File: config.mk
export PLATFORM = sky130hd
export DESIGN_NAME = trap_sequencer
export DESIGN_NICKNAME = d
export VERILOG_FILES = /design/src/rtl/trap_pkg.sv /design/src/rtl/trap_arbiter.sv /design/src/rtl/trap_retaddr.sv /design/src/rtl/trap_csr.sv /design/src/rtl/trap_sequencer.sv
export SDC_FILE = /design/constraint.sdc
export NUM_CORES = 1
export LEC_CHECK = 0
export BUFFER_PORTS_ARGS = -buffer_cell sky130_fd_sc_hd__buf_2
export CAP_MARGIN = 20
export CORE_ASPECT_RATIO = 0.75
export CORE_MARGIN = 2
export CORE_UTILIZATION = 25
export CTS_CLUSTER_DIAMETER = 60
export DETAILED_ROUTE_END_ITERATION = 7
export HOLD_SLACK_MARGIN = 0.12
export PLACE_DENSITY = 0.49
export SLEW_MARGIN = 15
export SYNTH_ARGS = -nofsm -noshare
export SYNTH_HDL_FRONTEND = slang
export SYNTH_SLANG_ARGS = --single-unit
export TNS_END_PERCENT = 10
File: constraint.sdc
create_clock -name clk -period 1.97 [get_ports clk]
set_input_delay 0.197 -clock clk [delete_from_list [all_inputs] [get_ports clk]]
set_output_delay 0.197 -clock clk [all_outputs]
set_load 0.02 [all_outputs]
File: src/rtl/trap_pkg.sv
package trap_pkg;
  localparam int XLEN      = 32;
  localparam int IDX_W     = 4;
  localparam int VEC_SHIFT = 8;
  localparam int NUM_EXC   = 15;

  // status bit positions
  localparam int SR_SM  = 0;
  localparam int SR_TEE = 1;
  localparam int SR_IEE = 2;
  localparam int SR_DME = 5;
  localparam int SR_IME = 6;
  localparam int SR_DSX = 13;

  localparam logic [IDX_W-1:0] IDX_TICK = 4'h5;
  localparam logic [IDX_W-1:0] IDX_EXT  = 4'h8;
  localparam logic [IDX_W-1:0] IDX_SYS  = 4'hC;
  localparam logic [IDX_W-1:0] IDX_FPE  = 4'hD;

  typedef enum logic [2:0] {
    ACT_NONE,
    ACT_RFE,
    ACT_SYNC,
    ACT_TICK,
    ACT_EXT
  } act_e;

  // classes whose return resumes after the faulting point
  function automatic logic saves_next(input logic [IDX_W-1:0] idx);
    return (idx == IDX_TICK) || (idx == IDX_EXT) ||
           (idx == IDX_SYS)  || (idx == IDX_FPE);
  endfunction
endpackage

File: src/rtl/trap_arbiter.sv
module trap_arbiter
  import trap_pkg::*;
#(
  parameter int IW   = IDX_W,
  parameter int NEXC = NUM_EXC
) (
  input  logic          busy_i,
  input  logic          rfe_i,
  input  logic          exc_req_i,
  input  logic [IW-1:0] exc_idx_i,
  input  logic          tick_i,
  input  logic          tick_en_i,
  input  logic          ext_i,
  input  logic          ext_en_i,
  output act_e          act_o,
  output logic [IW-1:0] idx_o,
  output logic          bad_o
);
  always_comb begin
    act_o = ACT_NONE;
    idx_o = exc_idx_i;
    if (!busy_i) begin
      if (rfe_i) begin
        act_o = ACT_RFE;
      end else if (exc_req_i) begin
        act_o = ACT_SYNC;
      end else if (tick_i && tick_en_i) begin
        act_o = ACT_TICK;
        idx_o = IW'(IDX_TICK);
      end else if (ext_i && ext_en_i) begin
        act_o = ACT_EXT;
        idx_o = IW'(IDX_EXT);
      end
    end
  end

  assign bad_o = (act_o == ACT_SYNC) &&
                 ((exc_idx_i == '0) || (int'(exc_idx_i) >= NEXC));
endmodule

File: src/rtl/trap_retaddr.sv
module trap_retaddr
  import trap_pkg::*;
#(
  parameter int W  = XLEN,
  parameter int IW = IDX_W
) (
  input  logic [IW-1:0] idx_i,
  input  logic          dslot_i,
  input  logic [W-1:0]  pc_i,
  input  logic [W-1:0]  npc_i,
  input  logic [W-1:0]  jmp_i,
  output logic [W-1:0]  epc_o
);
  localparam logic [W-1:0] INSN_BYTES = W'(4);

  logic resume_after;
  assign resume_after = saves_next(IDX_W'(idx_i));

  always_comb begin
    unique case ({dslot_i, resume_after})
      2'b11:   epc_o = jmp_i;
      2'b10:   epc_o = pc_i - INSN_BYTES;
      2'b01:   epc_o = npc_i;
      default: epc_o = pc_i;
    endcase
  end
endmodule

File: src/rtl/trap_csr.sv
module trap_csr
  import trap_pkg::*;
#(
  parameter int W = XLEN
) (
  input  logic         clk,
  input  logic         rst_n,
  input  logic         entry_i,
  input  logic         ret_i,
  input  logic         dslot_i,
  input  logic [W-1:0] epc_i,
  input  logic         wr_i,
  input  logic [W-1:0] wdata_i,
  output logic [W-1:0] sr_o,
  output logic [W-1:0] esr_o,
  output logic [W-1:0] epcr_o,
  output logic         ret_flush_o
);
  localparam logic [W-1:0] SM_BIT    = W'(1) << SR_SM;
  localparam logic [W-1:0] DSX_BIT   = W'(1) << SR_DSX;
  localparam logic [W-1:0] CLR_MASK  = (W'(1) << SR_DME) | (W'(1) << SR_IME) |
                                       (W'(1) << SR_IEE) | (W'(1) << SR_TEE);
  localparam logic [W-1:0] MODE_MASK = SM_BIT | (W'(1) << SR_DME) | (W'(1) << SR_IME);
  localparam logic [W-1:0] SR_RST    = SM_BIT;

  logic [W-1:0] sr_q, esr_q, epcr_q, entry_sr;

  assign entry_sr    = (sr_q & ~CLR_MASK) | SM_BIT | (dslot_i ? DSX_BIT : '0);
  assign ret_flush_o = ((sr_q ^ esr_q) & MODE_MASK) != '0;

  always_ff @(posedge clk) begin
    if (!rst_n) begin
      sr_q   <= SR_RST;
      esr_q  <= '0;
      epcr_q <= '0;
    end else if (entry_i) begin
      esr_q  <= sr_q;
      sr_q   <= entry_sr;
      epcr_q <= epc_i;
    end else if (ret_i) begin
      sr_q <= esr_q;
    end else if (wr_i) begin
      sr_q <= wdata_i;
    end
  end

  assign sr_o   = sr_q;
  assign esr_o  = esr_q;
  assign epcr_o = epcr_q;


  entry_save_chk: assert property (@(posedge clk) disable iff (!rst_n)
    entry_i |=> esr_q == $past(sr_q));

  ret_restore_chk: assert property (@(posedge clk) disable iff (!rst_n)
    ret_i |=> sr_q == $past(esr_q));
endmodule

File: src/rtl/trap_sequencer.sv
module trap_sequencer
  import trap_pkg::*;
#(
  parameter int W  = XLEN,
  parameter int IW = IDX_W
) (
  input  logic          clk,
  input  logic          rst_n,
  input  logic          ext_irq_i,
  input  logic          tick_irq_i,
  input  logic          exc_req_i,
  input  logic [IW-1:0] exc_idx_i,
  input  logic [W-1:0]  pc_i,
  input  logic [W-1:0]  npc_i,
  input  logic [W-1:0]  jmp_pc_i,
  input  logic          dslot_i,
  input  logic          rfe_i,
  input  logic          sr_we_i,
  input  logic [W-1:0]  sr_wdata_i,
  output logic          redir_valid_o,
  output logic [W-1:0]  redir_pc_o,
  output logic          dslot_clr_o,
  output logic          bad_idx_o,
  output logic          tlb_flush_o,
  output logic [W-1:0]  sr_o,
  output logic [W-1:0]  esr_o,
  output logic [W-1:0]  epcr_o
);
  localparam int PAD_W = W - IW - VEC_SHIFT;
  localparam logic [W-1:0] MODE_MASK = (W'(1) << SR_SM) | (W'(1) << SR_DME) |
                                       (W'(1) << SR_IME);

  act_e          act;
  logic [IW-1:0] idx;
  logic          bad, busy, take_entry, take_ret, ret_flush;
  logic [W-1:0]  epc, vec;
  logic          redir_q, bad_q, ret_q, flush_q, dclr_q;
  logic [W-1:0]  redir_pc_q;

  assign busy = redir_q | bad_q;

  trap_arbiter #(.IW(IW), .NEXC(NUM_EXC)) u_arb (
    .busy_i    (busy),
    .rfe_i     (rfe_i),
    .exc_req_i (exc_req_i),
    .exc_idx_i (exc_idx_i),
    .tick_i    (tick_irq_i),
    .tick_en_i (sr_o[SR_TEE]),
    .ext_i     (ext_irq_i),
    .ext_en_i  (sr_o[SR_IEE]),
    .act_o     (act),
    .idx_o     (idx),
    .bad_o     (bad)
  );

  trap_retaddr #(.W(W), .IW(IW)) u_ret (
    .idx_i   (idx),
    .dslot_i (dslot_i),
    .pc_i    (pc_i),
    .npc_i   (npc_i),
    .jmp_i   (jmp_pc_i),
    .epc_o   (epc)
  );

  assign take_entry = (act == ACT_SYNC || act == ACT_TICK || act == ACT_EXT) && !bad;
  assign take_ret   = (act == ACT_RFE);
  assign vec        = {{PAD_W{1'b0}}, idx, {VEC_SHIFT{1'b0}}};

  trap_csr #(.W(W)) u_csr (
    .clk         (clk),
    .rst_n       (rst_n),
    .entry_i     (take_entry),
    .ret_i       (take_ret),
    .dslot_i     (dslot_i),
    .epc_i       (epc),
    .wr_i        (sr_we_i && act == ACT_NONE),
    .wdata_i     (sr_wdata_i),
    .sr_o        (sr_o),
    .esr_o       (esr_o),
    .epcr_o      (epcr_o),
    .ret_flush_o (ret_flush)
  );

  always_ff @(posedge clk) begin
    if (!rst_n) begin
      redir_q    <= 1'b0;
      bad_q      <= 1'b0;
      ret_q      <= 1'b0;
      flush_q    <= 1'b0;
      dclr_q     <= 1'b0;
      redir_pc_q <= '0;
    end else begin
      redir_q <= take_entry | take_ret;
      bad_q   <= bad;
      ret_q   <= take_ret;
      flush_q <= take_entry | (take_ret & ret_flush);
      dclr_q  <= take_entry & dslot_i;
      if (take_entry)    redir_pc_q <= vec;
      else if (take_ret) redir_pc_q <= epcr_o;
    end
  end

  assign redir_valid_o = redir_q;
  assign redir_pc_o    = redir_pc_q;
  assign bad_idx_o     = bad_q;
  assign tlb_flush_o   = flush_q;
  assign dslot_clr_o   = dclr_q;


  redir_single_chk: assert property (@(posedge clk) disable iff (!rst_n)
    redir_valid_o |=> !redir_valid_o);

  entry_flush_chk: assert property (@(posedge clk) disable iff (!rst_n)
    (redir_valid_o && !ret_q) |-> tlb_flush_o);

  vec_align_chk: assert property (@(posedge clk) disable iff (!rst_n)
    (redir_valid_o && !ret_q) |-> (redir_pc_o[VEC_SHIFT-1:0] == '0));

  entry_mode_chk: assert property (@(posedge clk) disable iff (!rst_n)
    (redir_valid_o && !ret_q) |-> (sr_o[SR_SM] && !sr_o[SR_IEE] && !sr_o[SR_TEE] &&
                                   !sr_o[SR_DME] && !sr_o[SR_IME]));

  bad_no_redir_chk: assert property (@(posedge clk) disable iff (!rst_n)
    bad_idx_o |-> !redir_valid_o);

  bad_stable_chk: assert property (@(posedge clk) disable iff (!rst_n)
    bad_idx_o |-> ($stable(sr_o) && $stable(esr_o) && $stable(epcr_o)));

  ret_noflush_chk: assert property (@(posedge clk) disable iff (!rst_n)
    (redir_valid_o && ret_q && !tlb_flush_o) |-> ((sr_o & MODE_MASK) == ($past(sr_o) & MODE_MASK)));
endmodule

==> results.json <==
{
  "place.port_buffers": 271,
  "pin_count": 272,
  "clockPowerShare": 0.426,
  "p_int_uw": 5670,
  "antenna_found_initial": 5,
  "syn-cell-area_um2": 6590,
  "period_share": 1.08,
  "syn-instance-count": 828,
  "track_usage": 0.201,
  "cp_max_fo": 12,
  "synth_top_flop_cell": "dfxtp_1",
  "die_h_um": 145,
  "finalWirelength_um": 28500,
  "endpoint_kind": "flip-flop",
  "synthTopCellsByArea": "dfxtp_1 (40%), nand2_1 (12%), a21oi_1 (5.5%)",
  "hpwl_um": 21100,
  "pre_cts_slack_ns": -0.229,
  "vias": 7611,
  "nFillCells": 2706,
  "drive_gt1_frac": 0.376,
  "postSynth.asyncResetShare": 0,
  "yosysTopAreaCellShare": 0.401,
  "power_frac_seq": 0.370,
  "net-switching-power_uw": 2300,
  "arrival_ns": 2.44,
  "hold_violations": 0,
  "synth_nets": 969,
  "synth_seq_cells": 132,
  "ys_seq_area_frac": 0.401,
  "htreeDepth": 4,
  "powerDensity_nw_per_um2": 783,
  "dieArea_um2": 27700,
  "drc_errors": 0,
  "setup-violations-final": 23,
  "min_path_cells": 3,
  "fin_setup_tns_ns": -1.95,
  "clock_latency_ns": 0.42,
  "slew_violations": 0,
  "initial_core_util": 0.254,
  "yosysTopAreaCell": "dfxtp_1",
  "synth_edf_count": 0,
  "setup_ws_ns": -0.160,
  "clockBufferDepth": 2,
  "synth.avg_cell_area_um2": 7.96,
  "comb_power_share": 0.204,
  "gp_congestion": 0.900,
  "outcome": "finished with violations",
  "cap_violations": 0,
  "cp_data_required_time_ns": 2.28,
  "synth.distinct_cells": 69,
  "area_growth_syn_to_layout_pct": 54.3,
  "wire_per_inst_um": 18.3,
  "rows": 51,
  "grt_pass1_wl_um": 42000,
  "fmax_mhz": 470,
  "grt_pass1_vias": 7116,
  "grt_max_degree": 43,
  "crit_path_start_kind": "flip-flop",
  "rsz0062_at_grt": "true",
  "yosysWarnings": 0,
  "routed_via_density": 4.88,
  "period_minus_slack_ns": 2.13,
  "cts_buffers": 17,
  "clock-sinks": 132,
  "antenna_left": 0,
  "r2r_slack_ns": -0.16,
  "clk_pin_slew_ns": 0.06,
  "drt_iter0_markers": 346,
  "rr_worst_depth": 5,
  "cts_root_buffer": "clkbuf_16",
  "p_sw_frac": 0.288,
  "relSlewSlack": 0.517,
  "leakagePower_uw": 0.00445,
  "first_pass_iters": 5,
  "nets": 1338,
  "worst_slew_pin_slew_ns": 0.718,
  "hold_path_class": "in -> reg",
  "cts_tree": "done",
  "ir_worst_vdd_mv": 0.597,
  "die_w_um": 192,
  "core_um2": 26000,
  "violations": "negative setup slack",
  "grt_overflow_total": 0,
  "fin_skew_ns": 0.00840,
  "critPathKind": "reg -> reg"
}
timing repair:
item | 4_1_cts | 5_1_grt
pin swaps | 12 | 3
resized for setup | 18 | 11
endpoints found under the setup margin | 81 | 93
hold buffers | 39 | 0
buffers inserted | 1 | 0
hold endpoints to repair | 36 | 0
cell usage after synthesis, types with 3 or more instances:
cell type and instances:
a21oi_1 73, dfxtp_1 132, and3_1 7, inv_1 7, buf_2 11, a311oi_1 27
nand2b_1 3, a32o_1 8, clkbuf_1 44, a31oi_1 10, buf_4 3, mux2_2 6
or4_1 5, a221o_1 4, mux4_1 7, nor3_1 21, or3_1 7, o31ai_1 7
nand3_1 44, xnor2_1 5, nor2_1 46, mux2i_1 12, a22o_1 9, nor4_1 13
o211ai_1 8, a211oi_1 4, nand4_1 8, xor2_1 8, buf_1 5, buf_6 4
nand2_1 205, o21ai_0 30
critical path: stages, from the launching register on:
cell and delay, ns:
dfxtp_4 0.34, or4_4 0.56, o22ai_4 0.19, buf_12 0.17, mux4_1 0.55, o21ba_2 0.20
power groups by stage:
stage / combinational, uW / sequential [uW] / clock [uW]
2_1_floorplan: 629 / 3140 / 0
3_3_place_gp: 1520 / 3000 / 0
3_5_place_dp: 1530 / 3000 / 0
4_1_cts: 1620 / 2940 / 3480
5_1_grt: 1770 / 2960 / 3600
6_report: 1630 / 2950 / 3390
area by class of cell:
cell class	instances	area, um^2	area share
well taps	344	430	0.0423
diodes	5	12.5	0.00123
inverters	9	33.8	0.00332
clock buffers	23	498	0.0490
repair buffers	419	2740	0.270
multi-input cells	618	3680	0.362
flip-flops and latches	132	2650	0.260
clock inverters	9	124	0.0122
per-layer routing:
metal,vias up,GRT usage,wire (um)
met3,26,0.0497,2050
met5,-,0,0
li1,3738,-,-
met2,258,0.295,12100
met4,0,0.0615,447
met1,3589,0.287,13900
cells by family (layout without fill, tap and decap cells):
| group | after synthesis | after routing | share of synthesized area |
|---|---|---|---|
| flip-flops | 132 | 132 | 0.401 |
| other | 0 | 5 | 0 |
| AND/OR/NAND/NOR | 373 | 373 | 0.254 |
| AO/OA/AOI/OAI | 206 | 206 | 0.213 |
| adder cells (fa/ha/maj) | 1 | 1 | 0.00190 |
| buffers and inverters | 78 | 460 | 0.0569 |
| multiplexers | 25 | 25 | 0.0564 |
| XOR/XNOR | 13 | 13 | 0.0173 |
stage by stage:
step / hold slack [ns] / instances / total power, uW / util / instance area, um^2
detailed placement: 0.445 / 1482 / 4530 / 0.348 / 9040
finish: 0.145 / 1559 / 7960 / 0.392 / 10200
CTS: 0.120 / 1554 / 8050 / 0.389 / 10100
global placement: 0.440 / 1482 / 4530 / 0.348 / 9040
global route: 0.142 / 1557 / 8330 / 0.391 / 10200
floorplan: 0.361 / 828 / 3770 / - / 6590
path summary, 6_finish.rpt:
kind / start / end
min reg2reg: redir_pc_o[18] / redir_pc_o[18]
max reg2reg: bad_idx_o / u_csr.epcr_o[7]
min: jmp_pc_i[26] / u_csr.epcr_o[26]
max: bad_idx_o / u_csr.epcr_o[7]
state kept, by name (all words and copies together), names as in the netlist:
| name | flops |
|---|---|
| redir_pc_o | 32 |
| u_csr.epcr_o | 32 |
| dslot_clr_o | 1 |
| u_csr.sr_o | 32 |
| redir_valid_o | 1 |
| u_csr.esr_o | 32 |
| tlb_flush_o | 1 |
| bad_idx_o | 1 |
layout by cell type, fill, tap and decap left out, drive strengths merged, types with 10 or more instances in the layout:
| cell type | instances |
|---|---|
| buf | 380 |
| nor2 | 46 |
| a31oi | 10 |
| a21oi | 73 |
| a311oi | 27 |
| nor3 | 22 |
| o21ai | 32 |
| dfxtp | 132 |
| dlygate4sd3 | 39 |
| nor4 | 15 |
| clkbuf | 23 |
| nand3 | 44 |
| nand2 | 205 |
| mux2i | 12 |
Power figures use the tool's default switching activity.
